==> src/rtl/mesi_pkg.sv <==
package mesi_pkg;
  typedef enum logic [1:0] {ST_I = 2'd0, ST_S = 2'd1, ST_E = 2'd2, ST_M = 2'd3} line_st_e;
  typedef enum logic [1:0] {BUS_NONE = 2'd0, BUS_RD = 2'd1, BUS_RDX = 2'd2} bus_op_e;
  typedef enum logic [1:0] {SUP_NONE = 2'd0, SUP_MEM = 2'd1, SUP_PEER = 2'd2} sup_e;
endpackage

==> src/rtl/mesi_lowest.sv <==
module mesi_lowest #(
  parameter int N   = 4,
  parameter int IDW = (N > 1) ? $clog2(N) : 1
) (
  input  logic [N-1:0]   vec_i,
  output logic           found_o,
  output logic [IDW-1:0] idx_o
);
  always_comb begin
    found_o = 1'b0;
    idx_o   = '0;
    for (int k = N - 1; k >= 0; k--) begin
      if (vec_i[k]) begin
        found_o = 1'b1;
        idx_o   = IDW'(k);
      end
    end
  end
endmodule

==> src/rtl/mesi_snoop.sv <==
module mesi_snoop #(
  parameter int N   = 4,
  parameter int IDW = (N > 1) ? $clog2(N) : 1
) (
  input  logic [N-1:0][1:0] st_i,
  input  logic [IDW-1:0]    req_id_i,
  output logic              own_found_o,
  output logic [IDW-1:0]    own_idx_o,
  output logic              shr_found_o,
  output logic [IDW-1:0]    shr_idx_o
);
  import mesi_pkg::*;
  logic [N-1:0] own_vec, shr_vec;

  // holders among the peers, requester masked out
  for (genvar k = 0; k < N; k++) begin : g_peer
    logic is_peer;
    assign is_peer    = (req_id_i != IDW'(k));
    assign own_vec[k] = is_peer && (st_i[k] == ST_E || st_i[k] == ST_M);
    assign shr_vec[k] = is_peer && (st_i[k] == ST_S);
  end

  mesi_lowest #(.N(N), .IDW(IDW)) u_own (
    .vec_i(own_vec), .found_o(own_found_o), .idx_o(own_idx_o)
  );
  mesi_lowest #(.N(N), .IDW(IDW)) u_shr (
    .vec_i(shr_vec), .found_o(shr_found_o), .idx_o(shr_idx_o)
  );
endmodule

==> src/rtl/mesi_decide.sv <==
module mesi_decide #(
  parameter int N   = 4,
  parameter int IDW = (N > 1) ? $clog2(N) : 1
) (
  input  logic [N-1:0][1:0] st_i,
  input  logic [IDW-1:0]    req_id_i,
  input  logic              store_i,
  input  logic              own_found_i,
  input  logic [IDW-1:0]    own_idx_i,
  input  logic              shr_found_i,
  input  logic [IDW-1:0]    shr_idx_i,
  output logic [N-1:0][1:0] nxt_o,
  output logic [1:0]        bus_o,
  output logic [1:0]        sk_o,
  output logic [IDW-1:0]    sid_o,
  output logic              wb_o
);
  import mesi_pkg::*;
  logic [1:0] req_st;
  assign req_st = st_i[req_id_i];

  always_comb begin
    nxt_o = st_i;
    bus_o = BUS_NONE;
    sk_o  = SUP_NONE;
    sid_o = '0;
    wb_o  = 1'b0;
    if (!store_i) begin
      if (req_st == ST_I) begin
        bus_o = BUS_RD;
        if (own_found_i) begin
          sk_o             = SUP_PEER;
          sid_o            = own_idx_i;
          wb_o             = (st_i[own_idx_i] == ST_M);
          nxt_o[own_idx_i] = ST_S;
          nxt_o[req_id_i]  = ST_S;
        end else if (shr_found_i) begin
          sk_o            = SUP_PEER;
          sid_o           = shr_idx_i;
          nxt_o[req_id_i] = ST_S;
        end else begin
          sk_o            = SUP_MEM;
          nxt_o[req_id_i] = ST_E;
        end
      end
    end else begin
      if (req_st == ST_E) begin
        nxt_o[req_id_i] = ST_M;
      end else if (req_st != ST_M) begin
        bus_o = BUS_RDX;
        if (own_found_i) begin
          sk_o  = SUP_PEER;
          sid_o = own_idx_i;
        end else if (shr_found_i) begin
          sk_o  = SUP_PEER;
          sid_o = shr_idx_i;
        end else begin
          sk_o = SUP_MEM;
        end
        for (int k = 0; k < N; k++) nxt_o[k] = ST_I;
        nxt_o[req_id_i] = ST_M;
      end
    end
  end
endmodule

==> src/rtl/mesi_line_tracker.sv <==
module mesi_line_tracker #(
  parameter int N   = 4,
  parameter int IDW = (N > 1) ? $clog2(N) : 1
) (
  input  logic           clk_i,
  input  logic           rst_ni,
  input  logic           req_valid_i,
  input  logic [IDW-1:0] req_id_i,
  input  logic           req_store_i,
  output logic [2*N-1:0] state_o,
  output logic           rsp_valid_o,
  output logic [1:0]     bus_op_o,
  output logic [1:0]     sup_kind_o,
  output logic [IDW-1:0] sup_id_o,
  output logic           wb_o
);
  logic [N-1:0][1:0] st_q, st_d;
  logic              own_found, shr_found;
  logic [IDW-1:0]    own_idx, shr_idx, sid_d;
  logic [1:0]        bus_d, sk_d;
  logic              wb_d;

  mesi_snoop #(.N(N), .IDW(IDW)) u_snoop (
    .st_i(st_q), .req_id_i(req_id_i),
    .own_found_o(own_found), .own_idx_o(own_idx),
    .shr_found_o(shr_found), .shr_idx_o(shr_idx)
  );

  mesi_decide #(.N(N), .IDW(IDW)) u_decide (
    .st_i(st_q), .req_id_i(req_id_i), .store_i(req_store_i),
    .own_found_i(own_found), .own_idx_i(own_idx),
    .shr_found_i(shr_found), .shr_idx_i(shr_idx),
    .nxt_o(st_d), .bus_o(bus_d), .sk_o(sk_d), .sid_o(sid_d), .wb_o(wb_d)
  );

  always_ff @(posedge clk_i or negedge rst_ni) begin
    if (!rst_ni) begin
      st_q        <= '0;
      rsp_valid_o <= 1'b0;
      bus_op_o    <= '0;
      sup_kind_o  <= '0;
      sup_id_o    <= '0;
      wb_o        <= 1'b0;
    end else begin
      rsp_valid_o <= req_valid_i;
      if (req_valid_i) begin
        st_q       <= st_d;
        bus_op_o   <= bus_d;
        sup_kind_o <= sk_d;
        sup_id_o   <= sid_d;
        wb_o       <= wb_d;
      end else begin
        bus_op_o   <= '0;
        sup_kind_o <= '0;
        sup_id_o   <= '0;
        wb_o       <= 1'b0;
      end
    end
  end

  assign state_o = st_q;
endmodule

==> config.mk <==
export PLATFORM = sky130hd
export DESIGN_NAME = mesi_line_tracker
export DESIGN_NICKNAME = d
export VERILOG_FILES = /design/src/rtl/mesi_pkg.sv /design/src/rtl/mesi_lowest.sv /design/src/rtl/mesi_snoop.sv /design/src/rtl/mesi_decide.sv /design/src/rtl/mesi_line_tracker.sv
export SDC_FILE = /design/constraint.sdc
export NUM_CORES = 1
export LEC_CHECK = 0
export BUFFER_PORTS_ARGS = -buffer_cell sky130_fd_sc_hd__buf_2
export CAP_MARGIN = 0
export CORE_ASPECT_RATIO = 2
export CORE_MARGIN = 2
export CORE_UTILIZATION = 40
export DETAILED_ROUTE_END_ITERATION = 10
export PLACE_DENSITY_LB_ADDON = 0.12
export SLEW_MARGIN = 20
export SYNTH_ARGS = -nofsm -noshare
export SYNTH_HDL_FRONTEND = slang
export SYNTH_SLANG_ARGS = --single-unit
==> constraint.sdc <==
create_clock -name clk_i -period 4.4 [get_ports clk_i]
set_input_delay 0.88 -clock clk_i [delete_from_list [all_inputs] [get_ports clk_i]]
set_output_delay 0.88 -clock clk_i [all_outputs]
set_load 0.02 [all_outputs]
==> results of run 1 <==
[layer usage]
| layer | vias to the layer above | part of all wire (%) |
|---|---|---|
| met3 | 24 | 6.4 |
| met2 | 85 | 49 |
| met4 | 0 | 6.0 |
| met5 | - | 0 |
| met1 | 693 | 39 |
| li1 | 675 | - |
[critical path: cells and delay by family]
family	cells	cell delay [ns]
buf+inv	1	0.33
simple gates	1	0.21
mux	1	0.67
compound gates	3	0.76
[cell usage after synthesis (3+ instances only)]
| library cell | count |
|---|---|
| buf_6 | 4 |
| clkbuf_1 | 9 |
| a21oi_1 | 10 |
| or2_2 | 3 |
| dfrtp_1 | 16 |
| a32o_1 | 3 |
| o21ai_0 | 9 |
| nand2b_1 | 7 |
| o21a_1 | 3 |
| nand2_1 | 11 |
| o2bb2ai_1 | 3 |
| nor2_1 | 14 |
| o211ai_1 | 3 |
| nand3_1 | 4 |
| nor2b_1 | 4 |
| inv_1 | 9 |
| nand3b_1 | 4 |
| and2_1 | 4 |
| o22ai_1 | 4 |
| a31oi_1 | 5 |
[cells in the final DEF, fill, tap and decap left out, types with 2 or more instances in the layout]
master,count
nand2_1,11
or2_2,3
buf_2,21
o32ai_1,2
nor4b_1,2
nand3b_1,4
nand3_1,4
a32oi_1,2
nand2b_1,7
and2_1,4
o21a_1,3
a21oi_1,10
nor2b_1,4
o31ai_1,2
o22ai_1,4
o21ai_0,9
inv_1,9
o221ai_1,2
or3b_2,2
clkbuf_8,4
dfrtp_1,16
nor2_1,14
and3_1,2
o2bb2ai_1,3
o22a_1,2
a31oi_1,5
a32o_1,3
a22o_1,2
o211ai_1,3
[logic make-up (layout without fill, tap and decap cells)]
logic type / Yosys count / count (layout) / synth area share [%]
compound gates: 64 / 64 / 34.0
buf+inv: 23 / 34 / 8.20
flops: 16 / 16 / 27.9
mux: 4 / 4 / 4.89
simple gates: 63 / 63 / 25.0
[path summary, 6_finish.rpt]
check	slack, ns	start	cells after the start	end
max in group asynchronous	3.59	rst_ni	1	sup_kind_o[0]
max	1.67	req_id_i[1]	6	flip-flop
min reg2reg	0.63	flip-flop	1	flip-flop
min in group clk_i	0.63	flip-flop	1	flip-flop
max reg2reg	1.99	flip-flop	5	flip-flop
min	0.54	rst_ni	1	async pin
[report_power, final]
| part | switching [W] | total, W | internal [W] |
|---|---|---|---|
| sequential | 0.000103 | 0.000293 | 0.000190 |
| clock | 0.0000544 | 0.000134 | 0.0000794 |
| combinational | 0.000317 | 0.000530 | 0.000213 |
[layout make-up]
cell class	count	area (sq um)	area share (%)
multi-input cells	131	916	58.3
flip-flops and latches	16	400	25.5
repair buffers	21	105	6.69
well taps	48	60.1	3.82
clock buffers	4	55.1	3.51
inverters	9	33.8	2.15
[stage by stage]
| step | instance area [sq um] | util, % | setup WS [ns] | std cells | hold slack [ns] |
|---|---|---|---|---|---|
| finish | 1570 | 46.0 | 1.67 | 229 | 0.538 |
| global route | 1570 | 46.0 | 1.57 | 229 | 0.567 |
| CTS | 1570 | 46.0 | 1.71 | 229 | 0.558 |
| detailed placement | 1520 | 44.4 | 1.44 | 225 | 0.607 |
| global placement | 1520 | 44.4 | 1.51 | 225 | 0.614 |
| floorplan | 1430 | - | 2.00 | 170 | 0.584 |
==> metrics, run 1 <==
final hold violation count=0; synthesized area=~1400 sq um; via count=between 1000 and 1500; global route overflow=0; clock-pin slew on the worst setup and hold paths=0.07 ns; Leak Pwr=0.664 nW; routed wire length per instance=about 18 um; CP Cell Sequence=buf_2, mux4_2, nor2_1, o21ai_1, a22o_1, a31o_2; Max Fclk=approximately 370 MHz; antenna violations before repair=0; final antenna-violating net count=0; cell taking the most area after synthesis=dfrtp_1; syn avg cell area=~8.4 sq um; fraction of registers with async set/reset=100%; total power=roughly 0.00096 W; share of layout cells above drive strength 1=21.5%; num rows=30; TritonCTS Sinks=16; Power per Cell Area=between 600 and 700 nW/um^2; clock skew=0.00300 ns; Routed WL=about 4200 um; Worst Setup End Kind=flip-flop; CP arrival=2.87 ns; Clock Path Buffers=2; Yosys reg bits=16; I/O pin total=22; TritonCTS clock tree=yes; Via-to-Cell Ratio=6.45; DIE HEIGHT=roughly 89 um; Slew Viols, Final=0; Startpoint Class=primary input; Area growth syn-to-layout=9.51%; DRC=0; Least-Margin Pin Slew=approximately 0.75 ns; port bufs=21; worst-case headroom to the max-slew limit=50.1%; Syn Nets=around 180; Fillers=361; Final Critical Period=~2.7 ns; clk_lat worst skew=about 0.25 ns; die area=a little over 4000 sq um; final worst-path cycle share=62.0%; Nets=approximately 190; peak-usage layer in the global routing report=met2; post-CTS setup buffers=0; Routability Congestion=roughly 0.95; hpwl dp=slightly above 3000 um; Yosys warnings=0; core area=approximately 3400 sq um; Global Route met3 Usage=3.27%; dominant cells by area after synthesis=dfrtp_1, nor2_1, a21oi_1; maximum vdd drop=0.000311 V; critical path required time=between 4 and 5 ns; Initial DRT Pass Iterations=5; die width=between 40 and 50 um; CP peak stage delay=0.67 ns; CTS buffer count=3; Min-Delay Path Class=in -> async; Mapped Cells=between 150 and 200; RSZ-0062 raised after global routing=no; CTS Hold Buffers Added=0; initial core utilization=42.0%; largest net degree at the start of global routing=26; first-pass GRT wire length=6720 um; Total Neg Setup Slack=0 ns; Most used DFF post-synth=dfrtp_1; vias in the first global route=around 1300; sequential element share of the synthesized area=between 20% and 30%; top cell type's share of synthesized area=between 20 and 30%; initial drt markers=80; crit-path max FO=22; CTS resizes=0; GRT Util Overall=between 20 and 25%; crit path kind=in -> reg; Post-synth EDFFs=0; Max-Cap Viols=0; Yosys cell types=52; Final Setup Violations=0; grt met1 use=28.7%; antenna cells=0; slowest cell on the critical path=mux4_2; H-tree levels=1; Root Driver=clkbuf_8; GR Util met2=about 33%; status=complete, no violations
Power figures use the tool's default switching activity.
==> run 2: changes to the inputs <==
==> constraint.sdc (replaced) <==
create_clock -name clk_i -period 2.8 [get_ports clk_i]
set_input_delay 0.56 -clock clk_i [delete_from_list [all_inputs] [get_ports clk_i]]
set_output_delay 0.56 -clock clk_i [all_outputs]
set_load 0.02 [all_outputs]
==> run 2 against run 1 <==
Final cell count rose by 2.2%; die area did not move; clock skew rose by 0.0096 ns; setup slack got worse by 1.2 ns; largest power group unchanged; largest cell class unchanged; register-to-register slack got worse by 1.5 ns; global-route usage rose by 3.0 points.
==> metrics, run 2 (synthesis results as in run 1) <==
Routed WL=between 4000 and 5000 um; r2r setup slk=0.47 ns; largest net degree at the start of global routing=26; CTS resizes=0; RSZ-0062 raised after global routing=no; port bufs=21; Root Driver=clkbuf_8; status=complete, no violations; H-tree levels=1; die area=around 4100 sq um; Buf/Inv on CP=0; Least-Margin Pin Slew=between 0.5 and 0.6 ns; CP Cell Sequence=mux4_2, nor2_1, o21ai_1, a22o_1, a31o_2; num rows=30; clock skew=between 0.01 and 0.015 ns; Slew Viols, Final=0; Startpoint Class=flip-flop; via count=1509; Crit path max-delay family=compound AO/OA/AOI/OAI gates; Final Critical Period=~2.3 ns; DRC=0; total power=between 0.0015 and 0.002 W; Clock Path Buffers=2; crit-path max FO=16; die width=about 46 um; Max Fclk=approximately 430 MHz; Leak Pwr=0.689 nW; most frequent cells in the layout=buf_2, dfrtp_1, nor2_1, nand2_1, a21oi_1; Via-to-Cell Ratio=6.45; fin util=between 40% and 50%; crit path kind=reg -> reg; vias in the first global route=about 1500; cell count after placement=230; Min-Delay Path Class=in -> async; R2R cell count=5; maximum vdd drop=around 0.00043 V; GRT Util Overall=approximately a quarter; initial core utilization=42.0%; Worst Setup End Kind=flip-flop; TritonCTS Sinks=16; DIE HEIGHT=approximately 89 um; slowest cell on the critical path=mux4_2; worst-case headroom to the max-slew limit=between 60% and 70%; most common cell after layout, fill and taps aside=buf_2; TritonCTS clock tree=yes; Max-Cap Viols=0; final antenna-violating net count=0; clock-pin slew on the worst setup and hold paths=approximately 0.080 ns; Min Hold Slack=0.212 ns; critical path depth=5; CTS buffer count=3; CTS Hold Buffers Added=0; Initial DRT Pass Iterations=5; final worst-path cycle share=83.4%; share of layout cells above drive strength 1=about a quarter; critical path required time=roughly 2.9 ns; fin cells=approximately 230; final hold violation count=0; clk_lat worst skew=roughly 0.26 ns; routed wire length per instance=19.9 um; core area=around 3400 sq um; initial drt markers=just under 80; post-CTS setup buffers=0; Nets=193; first-pass GRT wire length=around 7500 um; antenna violations before repair=0; Power per Cell Area=972 nW/um^2; Area growth syn-to-layout=12.1%; antenna cells=0; I/O pin total=22; CP arrival=2.47 ns; global route overflow=0; Final Setup Violations=0; hpwl dp=about 3400 um; CP peak stage delay=0.66 ns; Routability Congestion=1.02; Total Neg Setup Slack=0 ns
run 2: cell types whose count changed in the layout (fill, tap and decap cells not counted), sizes merged:
cell	change
buf	+5
run 2: how the worst max path moves through the flow:
stage                            from         to  slack, ns
after floorplan             flip-flop  flip-flop       0.71
after global placement    req_id_i[1]  flip-flop       0.41
after detailed placement  req_id_i[1]  flip-flop       0.29
after CTS                   flip-flop  flip-flop       0.50
after global routing        flip-flop  flip-flop       0.34
final                       flip-flop  flip-flop       0.47
run 2: stage by stage:
stage	area, sq um	worst slack (ns)
floorplan	1430	0.705
global placement	1550	0.406
detailed placement	1550	0.287
CTS	1610	0.496
global route	1610	0.335
finish	1610	0.465
run 2: power by group:
group | switching, W | leakage (nW) | internal [W]
clock | 0.0000872 | 0.0288 | 0.000125
sequential | 0.000122 | 0.209 | 0.000300
combinational | 0.000568 | 0.452 | 0.000361
total | 0.000777 | 0.689 | 0.000787
run 2: layout make-up:
cell class | count | area (sq um)
clock buffer | 4 | 55.1
fill | 344 | 1810
inverter | 9 | 33.8
multi-input combinational | 131 | 916
sequential | 16 | 400
tap | 48 | 60.1
timing repair buffer | 26 | 143
run 2: worst reg2reg max path: cells and delay by family (launching register included):
kind / cells / cell delay (ns)
AOI/OAI and AO/OA: 3 / 0.75
and+or+nand+nor: 1 / 0.24
muxes: 1 / 0.67
DFF: 1 / 0.57
run 2: routing by layer:
| layer | part of all wire, % | GRT usage [%] |
|---|---|---|
| met5 | 0 | 0 |
| met4 | 5.8 | 14.8 |
| met3 | 8.8 | 2.24 |
| met2 | 50 | 41.9 |
| met1 | 35 | 30.3 |
